==> config.mk <==
export PLATFORM = sky130hd
export DESIGN_NAME = swz_mask_gen
export DESIGN_NICKNAME = d
export VERILOG_FILES = /design/src/rtl/swz_pkg.sv /design/src/rtl/swz_byte_enc.sv /design/src/rtl/swz_walker.sv /design/src/rtl/swz_sel_store.sv /design/src/rtl/swz_size_calc.sv /design/src/rtl/swz_mask_gen.sv
export SDC_FILE = /design/constraint.sdc
export NUM_CORES = 1
export LEC_CHECK = 0
export BUFFER_PORTS_ARGS = -buffer_cell sky130_fd_sc_hd__clkbuf_2
export CAP_MARGIN = 10
export CELL_PAD_IN_SITES_DETAIL_PLACEMENT = 0
export CELL_PAD_IN_SITES_GLOBAL_PLACEMENT = 1
export CORE_MARGIN = 2
export CORE_UTILIZATION = 41
export CTS_BUF_LIST = sky130_fd_sc_hd__clkbuf_4 sky130_fd_sc_hd__clkbuf_8
export DETAILED_ROUTE_END_ITERATION = 12
export GPL_TIMING_DRIVEN = 0
export PLACE_DENSITY_LB_ADDON = 0.1
export SYNTH_ARGS = -nofsm -noshare
export SYNTH_HDL_FRONTEND = slang
export SYNTH_SLANG_ARGS = --single-unit
==> constraint.sdc <==
create_clock -name clk -period 8.2 [get_ports clk]
set_input_delay 0.41 -clock clk [delete_from_list [all_inputs] [get_ports clk]]
set_output_delay 0.41 -clock clk [all_outputs]
set_load 0.01 [all_outputs]
==> src/rtl/swz_pkg.sv <==
package swz_pkg;

  localparam logic [7:0] CODE_CONST_A = 8'h10;
  localparam logic [7:0] CODE_CONST_B = 8'h14;
  localparam logic [7:0] CODE_ZERO    = 8'h80;

  typedef enum logic [1:0] {
    ST_IDLE = 2'd0,
    ST_WALK = 2'd1,
    ST_FIN  = 2'd2
  } walk_state_t;

  typedef struct packed {
    logic [2:0] bpc;
    logic [2:0] nsrc;
    logic [2:0] ndst;
  } fmt_fields_t;

  function automatic fmt_fields_t decode_fmt(input logic [31:0] f);
    fmt_fields_t r;
    r.bpc  = {1'b0, f[17:16]} + 3'd1;
    r.nsrc = {1'b0, f[21:20]} + 3'd1;
    r.ndst = {1'b0, f[25:24]} + 3'd1;
    return r;
  endfunction

endpackage

==> src/rtl/swz_byte_enc.sv <==
module swz_byte_enc
  import swz_pkg::*;
(
  input  logic [3:0] sel,
  input  logic [2:0] bpc,
  input  logic [2:0] byte_i,
  output logic [7:0] code,
  output logic       src_hit
);
  always_comb begin
    src_hit = (sel < 4'd4);
    if (sel < 4'd4) begin
      code = 8'(sel[1:0]) * 8'(bpc) + 8'(byte_i);
    end else if (sel == 4'd4) begin
      code = CODE_CONST_A + 8'(byte_i);
    end else if (sel == 4'd5) begin
      code = CODE_CONST_B + 8'(byte_i);
    end else begin
      code = CODE_ZERO;
    end
  end
endmodule

==> src/rtl/swz_walker.sv <==
module swz_walker
  import swz_pkg::*;
#(
  parameter int SEL_BYTES = 16,
  parameter int IDX_W     = 4
) (
  input  logic             clk,
  input  logic             rst,
  input  logic             start,
  input  logic [2:0]       bpc,
  input  logic [2:0]       ndst,
  output logic             busy,
  output logic             accept,
  output logic             step_en,
  output logic             fin,
  output logic             done,
  output logic [IDX_W-1:0] idx,
  output logic [IDX_W:0]   comp,
  output logic [2:0]       byte_i
);
  walk_state_t st;
  logic        last_idx;
  logic        last_byte;

  assign busy      = (st != ST_IDLE);
  assign accept    = start && (st == ST_IDLE);
  assign fin       = (st == ST_FIN);
  assign last_idx  = (idx == IDX_W'(SEL_BYTES - 1));
  assign last_byte = ((byte_i + 3'd1) == bpc);
  assign step_en   = (st == ST_WALK) && (comp < (IDX_W+1)'(ndst));

  always_ff @(posedge clk) begin
    if (rst) begin
      st     <= ST_IDLE;
      idx    <= '0;
      comp   <= '0;
      byte_i <= '0;
      done   <= 1'b0;
    end else begin
      done <= (st == ST_FIN);
      case (st)
        ST_IDLE: begin
          if (start) begin
            st     <= ST_WALK;
            idx    <= '0;
            comp   <= '0;
            byte_i <= '0;
          end
        end
        ST_WALK: begin
          idx <= idx + 1'b1;
          if (last_byte) begin
            byte_i <= '0;
            comp   <= comp + 1'b1;
          end else begin
            byte_i <= byte_i + 3'd1;
          end
          if (last_idx) st <= ST_FIN;
        end
        ST_FIN:  st <= ST_IDLE;
        default: st <= ST_IDLE;
      endcase
    end
  end
endmodule

==> src/rtl/swz_sel_store.sv <==
module swz_sel_store #(
  parameter int SEL_BYTES = 16,
  parameter int IDX_W     = 4
) (
  input  logic                   clk,
  input  logic                   rst,
  input  logic                   clr,
  input  logic                   we,
  input  logic [IDX_W-1:0]       addr,
  input  logic [7:0]             wdata,
  output logic [8*SEL_BYTES-1:0] flat
);
  for (genvar g = 0; g < SEL_BYTES; g++) begin : g_slot
    logic [7:0] slot_q;
    always_ff @(posedge clk) begin
      if (rst || clr) begin
        slot_q <= '0;
      end else if (we && (addr == IDX_W'(g))) begin
        slot_q <= wdata;
      end
    end
    assign flat[8*g +: 8] = slot_q;
  end
endmodule

==> src/rtl/swz_size_calc.sv <==
module swz_size_calc #(
  parameter int XCNT_W = 16,
  parameter int LINE_W = XCNT_W + 5
) (
  input  logic              clk,
  input  logic              rst,
  input  logic              load,
  input  logic [2:0]        bpc,
  input  logic [2:0]        nsrc,
  input  logic [2:0]        ndst,
  input  logic [XCNT_W-1:0] xcnt,
  input  logic              src_used,
  output logic [LINE_W-1:0] src_line,
  output logic [LINE_W-1:0] dst_line,
  output logic [31:0]       size_word
);
  logic [4:0] sbpp;
  logic [4:0] dbpp;

  assign sbpp = 5'(bpc) * 5'(nsrc);
  assign dbpp = 5'(bpc) * 5'(ndst);

  always_ff @(posedge clk) begin
    if (rst) begin
      src_line  <= '0;
      dst_line  <= '0;
      size_word <= '0;
    end else if (load) begin
      src_line  <= src_used ? LINE_W'(xcnt) * LINE_W'(sbpp) : '0;
      dst_line  <= LINE_W'(xcnt) * LINE_W'(dbpp);
      size_word <= {16'h0000, 8'(dbpp - 5'd1), 8'(sbpp - 5'd1)};
    end
  end
endmodule

==> src/rtl/swz_mask_gen.sv <==
module swz_mask_gen
  import swz_pkg::*;
#(
  parameter int XCNT_W = 16
) (
  input  logic                clk,
  input  logic                rst,
  input  logic                start,
  input  logic [31:0]         fmt_word,
  input  logic [XCNT_W-1:0]   x_count,
  input  logic [31:0]         const_a,
  input  logic [31:0]         const_b,
  output logic                busy,
  output logic                done,
  output logic [31:0]         sel_w0,
  output logic [31:0]         sel_w1,
  output logic [31:0]         sel_w2,
  output logic [31:0]         sel_w3,
  output logic [XCNT_W+4:0]   src_line_bytes,
  output logic [XCNT_W+4:0]   dst_line_bytes,
  output logic [31:0]         size_word,
  output logic [31:0]         const_a_out,
  output logic [31:0]         const_b_out
);
  localparam int SEL_WORDS = 4;
  localparam int SEL_BYTES = SEL_WORDS * 4;
  localparam int IDX_W     = $clog2(SEL_BYTES);
  localparam int LINE_W    = XCNT_W + 5;

  logic [31:0]        fmt_q;
  logic [XCNT_W-1:0]  xcnt_q;
  fmt_fields_t        fld;
  logic               accept, step_en, fin;
  logic [IDX_W-1:0]   idx;
  logic [IDX_W:0]     comp;
  logic [2:0]         byte_i;
  logic [3:0]         cur_sel;
  logic [7:0]         code;
  logic               src_hit;
  logic               src_used_q;
  logic [8*SEL_BYTES-1:0] flat;

  assign fld     = decode_fmt(fmt_q);
  assign cur_sel = fmt_q[{comp[1:0], 2'b00} +: 4];

  always_ff @(posedge clk) begin
    if (rst) begin
      fmt_q       <= '0;
      xcnt_q      <= '0;
      const_a_out <= '0;
      const_b_out <= '0;
      src_used_q  <= 1'b0;
    end else if (accept) begin
      fmt_q       <= fmt_word;
      xcnt_q      <= x_count;
      const_a_out <= const_a;
      const_b_out <= const_b;
      src_used_q  <= 1'b0;
    end else if (step_en && src_hit) begin
      src_used_q  <= 1'b1;
    end
  end

  swz_walker #(.SEL_BYTES(SEL_BYTES), .IDX_W(IDX_W)) u_walk (
    .clk(clk), .rst(rst), .start(start),
    .bpc(fld.bpc), .ndst(fld.ndst),
    .busy(busy), .accept(accept), .step_en(step_en), .fin(fin), .done(done),
    .idx(idx), .comp(comp), .byte_i(byte_i)
  );

  swz_byte_enc u_enc (
    .sel(cur_sel), .bpc(fld.bpc), .byte_i(byte_i),
    .code(code), .src_hit(src_hit)
  );

  swz_sel_store #(.SEL_BYTES(SEL_BYTES), .IDX_W(IDX_W)) u_store (
    .clk(clk), .rst(rst), .clr(accept), .we(step_en),
    .addr(idx), .wdata(code), .flat(flat)
  );

  swz_size_calc #(.XCNT_W(XCNT_W), .LINE_W(LINE_W)) u_size (
    .clk(clk), .rst(rst), .load(fin),
    .bpc(fld.bpc), .nsrc(fld.nsrc), .ndst(fld.ndst),
    .xcnt(xcnt_q), .src_used(src_used_q),
    .src_line(src_line_bytes), .dst_line(dst_line_bytes), .size_word(size_word)
  );

  assign sel_w0 = flat[31:0];
  assign sel_w1 = flat[63:32];
  assign sel_w2 = flat[95:64];
  assign sel_w3 = flat[127:96];
endmodule

==> impl_metrics.toml <==
[run_status]
outcome = "complete, no violations"

[sta]
setup_viol = 0
final-hold-violation-count = 0
setup_ws_ns = 0.9014
finalCriticalPeriod_ns = 7.299
drv_slew = 0
fin_tns_setup_ns = 0
worstMarginPinSlew_ns = 0.8685
rsz0062_at_grt = "false"
fin_skew_ns = 0.03788
hold-worst-slack_ns = 0.04360
timing.fmax_mhz = 137.0
post-route-period-util_pct = 89.01
relSlewSlack_pct = 42.10

[clock_tree]
cts_sinks = 268
cts.clk_slew.worst_paths_ns = 0.06
cts_max_path_buffers = 3
clkLatencyLatePin_ns = 0.63
cts_max_level = 2
cts_buffers = 48
tritoncts = "built"
cts-root-buf = "clkbuf_8"

[drt]
drt_pass1_iterations = 5
drc_errors = 0
via_per_inst = 4.818
post_drt_wl_per_cell_um = 16.04
ant_nets = 0
drt-total-wl_mm = 46.52
drtIter0Drc = 570
vias = 13970

[critical_path]
cp.required_ns = 8.72
crit_chain = "ha_1 > clkbuf_1 > and2_1 > fa_1 > ha_1 > fa_1 > xor2_1 > xnor2_1 > clkbuf_1 > nand2_1 > fa_1 > fa_1 > fa_1 > inv_1 > ha_1 > o21ai_0 > o21ai_0 > a21boi_0 > nor4_1 > o21ai_0 > a32o_1"
cp_data_arrival_time_ns = 7.81
crit_fanout = 10
cpMostUsedCell = "fa_1"
setup.worst_path.end_class = "flop"
r2r_cells = 21
worst_setup_path_start_kind = "flop"
worstSetupPathType = "reg -> reg"
slowest_delay_ns = 0.67
critical_path.slowest_cell = "xnor2_1"

[logic_synthesis]
synth_area_leaders = "dfxtp_1, fa_1, nand2_1"
synth.yosys.warnings = 0
syn-mean-instance-area_um2 = 8.540
synth_common_cells = "nand2_1, dfxtp_1, a21oi_1, and2_1, inv_1"
synth_top_area_share_pct = 33.90
async_reset_ff_share_pct = 0
ys_types = 65
syn_inst = 1853
yosysTopAreaCell = "dfxtp_1"
netlist_area_um2 = 15830
synth_seq_cells = 268
synth_edf_count = 0
synth_ff_type = "dfxtp_1"
ys_seq_area_share_pct = 33.90
yosysMostFrequentCell = "nand2_1"

[cells_and_area]
fillCellCount = 3675
finalInstanceArea_um2 = 20120
drive_gt1_share_pct = 21.26
n_antenna_cell = 0
fin_nets = 2646
syn2layout_area_growth_pct = 27.15
fin_util_pct = 53.17

[die]
fp.dieW_um = 200.5
die_y_um = 200.5
num_rows = 71
die-area_um2 = 40190
boundaryPins = 383
start_util_pct = 41.82
core_region_area_um2 = 37840

[grt]
grt-ovfl-total = 0
grt_max_degree = 13
grt_pass1_wl_mm = 74.93
grt_antenna_before_repair = 0
first_global_vias = 14080
grt_use_total_pct = 22.97

[place]
port_buffers = 323
placed_area_um2 = 18260
pre_cts_ws_ns = 0.9000
gp_congestion = 0.8266
post-dp-hpwl_mm = 35.89

[power]
peakVddDrop_v = 0.0001229
power.density_nw_per_um2 = 156.0
leakage_nw = 9.645

[job]
drv_cap = 0

[worst_hold_path]
min_path_type = "in -> reg"
hold_depth = 3
## flip-flops by register name, summed over array words and instances (netlist names), 5 cells and up
signal,cells
u_store.g_slot.slot_q,96
const_a_out,32
const_b_out,32
fmt_q,22
u_size.dst_line,21
u_size.src_line,21
xcnt_q,16
u_size.size_word,12
u_walk.comp,5
## cells in the final DEF (no fill, tap or decap), types with 17 or more instances in the layout
| cell type | count |
|---|---|
| nand3_1 | 71 |
| fa_1 | 91 |
| nor2b_1 | 18 |
| dlygate4sd3_1 | 86 |
| clkbuf_1 | 89 |
| conb_1 | 48 |
| a21oi_1 | 158 |
| inv_1 | 126 |
| dfxtp_1 | 268 |
| buf_4 | 54 |
| and2_1 | 130 |
| mux2i_1 | 50 |
| o21ai_0 | 67 |
| nand2_1 | 311 |
| xor2_1 | 18 |
| clkbuf_2 | 323 |
| clkbuf_8 | 57 |
| nor2_1 | 98 |
| a211oi_1 | 17 |
| ha_1 | 81 |
## layout make-up
class                           count  area [µm²]  area share [%]
Sequential cell                   268        5365           26.66
Tap cell                          511       639.4           3.177
Clock buffer                       71       877.1           4.359
Clock inverter                      9       126.4          0.6280
Buffer                            168       932.1           4.633
Timing Repair Buffer              409        2477           12.31
Inverter                          126       473.0           2.350
Multi-Input combinational cell   1338        9231           45.88
## final timing paths
kind | from | to | slack, ns
max reg2reg | fmt_q[17] | u_size.dst_line[17] | 0.90
min reg2reg | u_size.src_line[7] | u_size.src_line[7] | 0.45
max | fmt_q[17] | u_size.dst_line[17] | 0.90
min | const_b[24] | const_b_out[24] | 0.04
## per-layer routing
layer	GRT usage, %	routed length (µm)	vias up	part of all wire (%)
li1	-	-	7016	-
met1	30.08	21380	6495	46
met2	38.43	21450	399	46
met3	5.779	2890	61	6.2
met4	4.709	806	0	1.7
met5	0	0	-	0
## cells by family after synthesis
group	share of synthesized area, %
and+or+nand+nor	20.82
AOI/OAI and AO/OA	12.56
buffers and inverters	8.879
DFF	33.90
adders and majority gates	17.92
muxes	3.874
xor gates and xnor gates	2.024
other	0.02370
## where the power goes
| part | leakage (nW) | switching (mW) | internal [mW] | total, mW |
|---|---|---|---|---|
| Combinational | 6.94 | 0.271 | 0.180 | 0.451 |
| Sequential | 2.17 | 0.0198 | 1.33 | 1.35 |
| Clock | 0.532 | 0.560 | 0.774 | 1.33 |
| Total | 9.64 | 0.852 | 2.29 | 3.14 |
## worst max-delay path, delay by kind of cell, from the launching register on
kind | cells | cell delay (ns)
fa+ha+maj | 8 | 3.29
compound gates | 5 | 1.22
xor+xnor | 2 | 0.85
buf+inv | 3 | 0.83
simple gates | 3 | 0.70
flops | 1 | 0.31
## repair_timing
action | 4_1_cts | 5_1_grt
resized for setup | 0 | 0
hold buffers | 86 | 0
hold endpoints to repair | 86 | 0
setup buffers | 0 | 0
## stage by stage
step | instances | power, mW
final | 2900 | 3.140
after global routing | 2900 | 3.296
after CTS | 2900 | 3.179
after detailed placement | 2734 | 1.798
after global placement | 2734 | 1.795
after floorplan | 1900 | 1.658
Note: power is estimated with default switching activity, not from simulation.
